### config.mk
export PLATFORM = sky130hd
export DESIGN_NAME = art_timer
export DESIGN_NICKNAME = d
export VERILOG_FILES = /design/src/rtl/art_pkg.sv /design/src/rtl/art_ctrl.sv /design/src/rtl/art_count.sv /design/src/rtl/art_rdmux.sv /design/src/rtl/art_timer.sv
export SDC_FILE = /design/constraint.sdc
export NUM_CORES = 1
export LEC_CHECK = 0
export CAP_MARGIN = 20
export CORE_ASPECT_RATIO = 0.7
export CORE_MARGIN = 10
export CORE_UTILIZATION = 35
export DETAILED_ROUTE_END_ITERATION = 12
export DONT_BUFFER_PORTS = 1
export PLACE_DENSITY = 0.59
export SETUP_SLACK_MARGIN = 0.4
export SLEW_MARGIN = 20
export SYNTH_ARGS = -nofsm -noshare
export SYNTH_HDL_FRONTEND = slang
export SYNTH_SLANG_ARGS = --single-unit
### constraint.sdc
create_clock -name clk -period 2.85 [get_ports clk]
set_input_delay 0.855 -clock clk [delete_from_list [all_inputs] [get_ports clk]]
set_output_delay 0.855 -clock clk [all_outputs]
set_load 0.1 [all_outputs]
### src/rtl/art_pkg.sv
package art_pkg;
   // word index of each register (byte offset >> 2)
   localparam int unsigned WIX_CTRL  = 0;
   localparam int unsigned WIX_LOAD  = 1;
   localparam int unsigned WIX_COUNT = 2;

   // control/status bit positions (software decodes these)
   localparam int unsigned BIT_DOWN = 1;
   localparam int unsigned BIT_ARL  = 4;
   localparam int unsigned BIT_LD   = 5;
   localparam int unsigned BIT_IE   = 6;
   localparam int unsigned BIT_EN   = 7;
   localparam int unsigned BIT_FLAG = 8;
   localparam int unsigned CTRL_USED_W = BIT_FLAG + 1;

   typedef struct packed {
      logic down;
      logic arl;
      logic ld;
      logic ie;
      logic en;
   } art_ctl_t;
endpackage

### src/rtl/art_ctrl.sv
module art_ctrl
   import art_pkg::*;
#(
   parameter int unsigned DW = 32
) (
   input  logic          clk,
   input  logic          rst_n,
   input  logic          wr,
   input  logic [DW-1:0] wdata,
   input  logic          expire,
   input  logic          stop,
   output art_ctl_t      ctl,
   output logic          flag
);
   logic unused_bits;
   assign unused_bits = ^{wdata[DW-1:CTRL_USED_W], wdata[3:2], wdata[0]};

   logic ack;
   assign ack = wr & wdata[BIT_FLAG];

   always_ff @(posedge clk) begin
      if (!rst_n) begin
         ctl  <= '0;
         flag <= 1'b0;
      end else begin
         if (wr) begin
            ctl.down <= wdata[BIT_DOWN];
            ctl.arl  <= wdata[BIT_ARL];
            ctl.ld   <= wdata[BIT_LD];
            ctl.ie   <= wdata[BIT_IE];
            ctl.en   <= wdata[BIT_EN];
         end else if (stop) begin
            ctl.en <= 1'b0;
         end
         // expiry wins over a same-cycle acknowledge
         flag <= expire | (flag & ~ack);
      end
   end

   assert_flag_set_R9: assert property (@(posedge clk) disable iff (!rst_n)
      expire |=> flag);
   assert_flag_clear_R9: assert property (@(posedge clk) disable iff (!rst_n)
      (ack && !expire) |=> !flag);
   assert_flag_keep_R9: assert property (@(posedge clk) disable iff (!rst_n)
      (flag && !ack) |=> flag);
   assert_stop_disable_R8: assert property (@(posedge clk) disable iff (!rst_n)
      (stop && !wr) |=> !ctl.en);
endmodule

### src/rtl/art_count.sv
module art_count
   import art_pkg::*;
#(
   parameter int unsigned W = 32
) (
   input  logic         clk,
   input  logic         rst_n,
   input  art_ctl_t     ctl,
   input  logic [W-1:0] load_val,
   output logic [W-1:0] cnt,
   output logic         expire
);
   localparam logic [W-1:0] ALL_ONES = {W{1'b1}};

   logic counting, at_end;
   assign counting = ctl.en & ~ctl.ld;
   assign at_end   = ctl.down ? (cnt == '0) : (cnt == ALL_ONES);
   assign expire   = counting & at_end;

   always_ff @(posedge clk) begin
      if (!rst_n) begin
         cnt <= '0;
      end else if (ctl.ld) begin
         cnt <= load_val;
      end else if (expire) begin
         if (ctl.arl) cnt <= load_val;
      end else if (counting) begin
         cnt <= ctl.down ? cnt - 1'b1 : cnt + 1'b1;
      end
   end

   assert_load_hold_R4: assert property (@(posedge clk) disable iff (!rst_n)
      ctl.ld |=> cnt == $past(load_val));
   assert_idle_hold_R5: assert property (@(posedge clk) disable iff (!rst_n)
      (!ctl.en && !ctl.ld) |=> $stable(cnt));
   assert_step_down_R5: assert property (@(posedge clk) disable iff (!rst_n)
      (counting && ctl.down && cnt != '0) |=> cnt == $past(cnt) - 1'b1);
   assert_step_up_R5: assert property (@(posedge clk) disable iff (!rst_n)
      (counting && !ctl.down && cnt != ALL_ONES) |=> cnt == $past(cnt) + 1'b1);
   assert_reload_down_R6: assert property (@(posedge clk) disable iff (!rst_n)
      (counting && ctl.down && ctl.arl && cnt == '0) |=> cnt == $past(load_val));
   assert_reload_up_R7: assert property (@(posedge clk) disable iff (!rst_n)
      (counting && !ctl.down && ctl.arl && cnt == ALL_ONES) |=> cnt == $past(load_val));
   assert_terminal_hold_R8: assert property (@(posedge clk) disable iff (!rst_n)
      (expire && !ctl.arl) |=> $stable(cnt));
endmodule

### src/rtl/art_rdmux.sv
module art_rdmux
   import art_pkg::*;
#(
   parameter int unsigned W        = 32,
   parameter int unsigned WIX_W    = 2,
   parameter bit          READ_REG = 1'b0
) (
   input  logic             clk,
   input  logic             rst_n,
   input  logic [WIX_W-1:0] wix,
   input  art_ctl_t         ctl,
   input  logic             flag,
   input  logic [W-1:0]     load_val,
   input  logic [W-1:0]     cnt,
   output logic [W-1:0]     rdata
);
   logic [W-1:0] status_word, sel_word;

   always_comb begin
      status_word           = '0;
      status_word[BIT_DOWN] = ctl.down;
      status_word[BIT_ARL]  = ctl.arl;
      status_word[BIT_LD]   = ctl.ld;
      status_word[BIT_IE]   = ctl.ie;
      status_word[BIT_EN]   = ctl.en;
      status_word[BIT_FLAG] = flag;
   end

   always_comb begin
      if (wix == WIX_W'(WIX_CTRL))       sel_word = status_word;
      else if (wix == WIX_W'(WIX_LOAD))  sel_word = load_val;
      else if (wix == WIX_W'(WIX_COUNT)) sel_word = cnt;
      else                               sel_word = '0;
   end

   generate
      if (READ_REG) begin : g_rd_flop
         always_ff @(posedge clk) begin
            if (!rst_n) rdata <= '0;
            else        rdata <= sel_word;
         end
      end else begin : g_rd_comb
         logic unused_clk;
         assign unused_clk = clk ^ rst_n;
         assign rdata = sel_word;
      end
   endgenerate
endmodule

### src/rtl/art_timer.sv
module art_timer
   import art_pkg::*;
#(
   parameter int unsigned CNT_W    = 32,
   parameter int unsigned ADDR_W   = 4,
   parameter bit          READ_REG = 1'b0
) (
   input  logic              clk,
   input  logic              rst_n,
   input  logic              bus_wr,
   input  logic [ADDR_W-1:0] bus_addr,
   input  logic [CNT_W-1:0]  bus_wdata,
   output logic [CNT_W-1:0]  bus_rdata,
   output logic              irq
);
   localparam int unsigned WIX_W = ADDR_W - 2;

   generate
      if (CNT_W < CTRL_USED_W) begin : g_bad_width
         $error("art_timer: CNT_W must hold the control/status bits");
      end
      if (ADDR_W < 4) begin : g_bad_addr
         $error("art_timer: ADDR_W must reach three word registers");
      end
   endgenerate

   logic [WIX_W-1:0] wix;
   logic             unused_lsb;
   assign wix        = bus_addr[ADDR_W-1:2];
   assign unused_lsb = ^bus_addr[1:0];

   logic wr_ctrl, wr_load;
   assign wr_ctrl = bus_wr & (wix == WIX_W'(WIX_CTRL));
   assign wr_load = bus_wr & (wix == WIX_W'(WIX_LOAD));

   logic [CNT_W-1:0] load_q, cnt;
   art_ctl_t         ctl;
   logic             flag, expire, stop;

   always_ff @(posedge clk) begin
      if (!rst_n)       load_q <= '0;
      else if (wr_load) load_q <= bus_wdata;
   end

   assign stop = expire & ~ctl.arl;

   art_ctrl #(.DW(CNT_W)) u_ctrl (
      .clk(clk), .rst_n(rst_n), .wr(wr_ctrl), .wdata(bus_wdata),
      .expire(expire), .stop(stop), .ctl(ctl), .flag(flag)
   );

   art_count #(.W(CNT_W)) u_count (
      .clk(clk), .rst_n(rst_n), .ctl(ctl), .load_val(load_q),
      .cnt(cnt), .expire(expire)
   );

   art_rdmux #(.W(CNT_W), .WIX_W(WIX_W), .READ_REG(READ_REG)) u_rdmux (
      .clk(clk), .rst_n(rst_n), .wix(wix), .ctl(ctl), .flag(flag),
      .load_val(load_q), .cnt(cnt), .rdata(bus_rdata)
   );

   assign irq = flag & ctl.ie;

   assert_irq_masked_R10: assert property (@(posedge clk) disable iff (!rst_n)
      !ctl.ie |-> !irq);
   assert_irq_needs_flag_R10: assert property (@(posedge clk) disable iff (!rst_n)
      !flag |-> !irq);
   assert_load_untouched_R11: assert property (@(posedge clk) disable iff (!rst_n)
      !wr_load |=> $stable(load_q));
   assert_reset_quiet_R1: assert property (@(posedge clk)
      !rst_n |=> (cnt == '0 && !flag && ctl == '0));
endmodule

==> flow_summary_export.csv <==
group,metric,value,unit
critical_path,worst_ep_required_time,2000,ps
layout,drive_above_1_share,0.297,
critical_path,worst-r2r-setup-slack,210,ps
layout,area_delta_synth_final,40.7,%
clock_network,cts_max_level,3,
clock_network,cts-buffers-inserted,9,
sta,headroom_to_the_max_slew_limit,0.443,
sta,fin_crit,2660,ps
synth,count_of_different_cell_masters_after_synthesis,63,
hold_path,worstHoldEndpoint,"load_q[7]",
detailed_routing,postRouteAntennaNets,0,
synth,postSynth.asyncResetShare,0,
floorplanning,floorplan.initialDensity,0.358,
critical_path,criticalPathCategory,"flop to output port",
sta,setup_repair_after_global_routing_missed_its_margin,"true",
clock_network,worstSkewPairLatency,350,ps
clock_network,cts-root-to-sink-buffers,2,
layout,number_of_standard_cells_in_the_final_layout_excluding_fillers,894,
sta,slew_violations,0,
placement,placed_area,6060,sq um
critical_path,worst_ep_arrival_time,1800,ps
synth,mappedNetlistNets,726,
sta,timing.final.hold_violations,0,
synth,synth-edff-count,0,
sta,finalSetupViolations,0,
sta,peak_clock_frequency_supported_by_timing,376,MHz
placement,detailedPlacementHpwl,12400,um
detailed_routing,route.vias.total,5180,
grt,grt_overflow,0,
critical_path,rr_endpoint,"u_count.cnt[30]",
placement,place_congestion,0.934,
synth,post_synth_inst_count,656,
pwr,total_leakage_power,2.82,nW
detailed_routing,route.detailed.vias_per_inst,5.79,
synth,yosys_register_bits,70,
grt,antenna_violations_before_repair,0,
sta,clock_skew,8.30,ps
grt,grt_use_total,0.174,
layout,final_cell_area,7010,sq um
grt,grt_first_pass_wirelength,27800,um
detailed_routing,route.final.wire_length,17200,um
status,result_of_the_run,"completed",
critical_path,crit_path_start_kind,"flop",
job,maxCapViolCount,0,
synth,synth_area,4980,sq um
detailed_routing,detail_route.iter0.violations,308,
critical_path,worst_r2r_startpoint,"u_ctrl.ctl[4]",
pwr,p_per_area,420,nW/um^2
sta,tightest_slew,830,ps
sta,final.setup.tns,0,ps
synth,syn-mean-instance-area,7.59,sq um
synth,synth_area_leader_cell,"sky130_fd_sc_hd__dfxtp_1",
pwr,total_power,2.94,mW
detailed_routing,drtPass1Iterations,4,
pwr,vdd.ir_drop.worst,0.000352,V
detailed_routing,detail_route.drc_violations,0,
floorplanning,die-width,163,um
critical_path,crit_path_max_fanout,9,
sta,min_period_over_period,0.933,
grt,grt_pass1_vias,5055,
synth,postSynth.topFlopCell,"sky130_fd_sc_hd__dfxtp_1",
hold_path,worstHoldStart,"load_q[7]",
layout,diodes_inserted,0,
layout,final_nets,769,
clock_network,cts_sinks,70,
floorplanning,floorplan_row_count,36,
hold_path,holdPathStages,2,
synth,share_of_yosys_cell_area_claimed_by_the_top_area_cell_type,0.281,
clock_network,post_cts_hold_buffer_count,0,
critical_path,timing.reg2reg.worst_path_depth,10,
floorplanning,boundaryPins,72,
clock_network,clk_pin_slew,50,ps
critical_path,crit_path_end_kind,"output port",
grt,grt_max_degree,39,
layout,layout_common_cells,"104 x sky130_fd_sc_hd__nand2_1, 70 x sky130_fd_sc_hd__a21oi_1, 67 x sky130_fd_sc_hd__dfxtp_1, 40 x sky130_fd_sc_hd__buf_4, 37 x sky130_fd_sc_hd__nor2_1",
clock_network,cts_tree,"done",
synth,synth.top_cells.by_area,"sky130_fd_sc_hd__dfxtp_1 28%, sky130_fd_sc_hd__a21oi_1 8.5%, sky130_fd_sc_hd__nand2_1 8.3%",
detailed_routing,routedWlPerCell,19.2,um
hold_path,hold_path_class,"flop to flop",
placement,io_buffers,0,
floorplanning,core_area,13900,sq um
synth,ys_seq_area_frac,0.281,
layout,final_common_cell,"sky130_fd_sc_hd__nand2_1",
floorplanning,die_outline_area,19500,sq um
floorplanning,fp.dieH,120,um
clock_network,clock-root-buffer,"sky130_fd_sc_hd__clkbuf_16",
placement,dpl.cell_count,853,
synth,yosysWarnings,0,
layout,final_core_util,0.504,
-- Yosys cell counts (all sizes together), types with 9 or more instances --
library cell and number:
a211oi 14, clkbuf 28, a22o 26, nor4 9, inv 13, o21ai 36
nand4 13, mux2i 15, a31oi 12, a21o 17, a21oi 86, xnor2 12
ha 30, nor2 41, o211ai 11, nand2 110, buf 14, xor2 10
dfxtp 70, nand3 14
-- worst max path at each step --
stage / start / to / slack (ps)
after floorplan: bus_addr[3] / bus_rdata[1] / 190
after global placement: u_ctrl.ctl[4] / u_count.cnt[28] / 100
after detailed placement: u_ctrl.ctl[4] / u_count.cnt[28] / 60
after CTS: u_ctrl.ctl[4] / u_count.cnt[30] / 170
after global routing: u_ctrl.ctl[4] / u_count.cnt[30] / 90
final: u_ctrl.ctl[4] / bus_rdata[1] / 190
-- logic make-up (layout without fill, tap and decap cells) --
kind of cell / after synthesis / after routing / synth area share
buf+inv: 56 / 104 / 0.0465
compound gates: 237 / 237 / 0.316
flops: 70 / 70 / 0.281
xor+xnor: 22 / 22 / 0.0402
mux: 15 / 15 / 0.0301
fa+ha+maj: 31 / 31 / 0.0794
simple gates: 225 / 225 / 0.207
-- flip-flops by register name, summed over array words and instances, names as in the netlist --
signal,flops
u_ctrl.flag,1
load_q,32
u_count.cnt,32
u_ctrl.ctl,5
-- metrics by stage --
stage / setup WS, ps / hold slack [ps]
after floorplan: 189 / 444
after detailed placement: 62.1 / 471
after CTS: 172 / 478
final: 190 / 479
after global placement: 99.3 / 462
after global routing: 86.2 / 507
-- critical path: stages (launching register included) --
cell                      delay [ps]
sky130_fd_sc_hd__dfxtp_4         430
sky130_fd_sc_hd__buf_8           160
sky130_fd_sc_hd__buf_4           170
sky130_fd_sc_hd__mux2i_1         110
sky130_fd_sc_hd__o21ai_4         590
-- layout make-up --
cell class | count | area (sq um)
inverters | 14 | 52.6
multi-input cells | 530 | 4130
flip-flops and latches | 70 | 1410
clock inverters | 4 | 45.0
fillers | 1288 | 6910
well taps | 190 | 238
repair buffers | 74 | 883
clock buffers | 12 | 256
-- routing by layer --
| metal | part of all wire | vias to the layer above | wire (um) | GRT usage |
|---|---|---|---|---|
| met5 | 0 | - | 0 | 0 |
| met4 | 0.020 | 0 | 347 | 0.0517 |
| met3 | 0.062 | 29 | 1060 | 0.0444 |
| met2 | 0.44 | 153 | 7610 | 0.262 |
| met1 | 0.47 | 2492 | 8150 | 0.239 |
| li1 | - | 2506 | - | - |
-- power breakdown --
group | internal, mW | total (mW) | switching (mW)
combinational | 0.268 | 0.679 | 0.411
clock | 0.721 | 1.15 | 0.433
sequential | 1.03 | 1.11 | 0.0800
-- what timing repair did --
| action | CTS | global route |
|---|---|---|
| resized for setup | 47 | 48 |
| buffers inserted | 15 | 10 |
| endpoints found under the hold margin | 0 | 0 |
| endpoints found under the setup margin | 37 | 42 |
| pin swaps | 20 | 35 |
(Power assumes the default switching activity.)
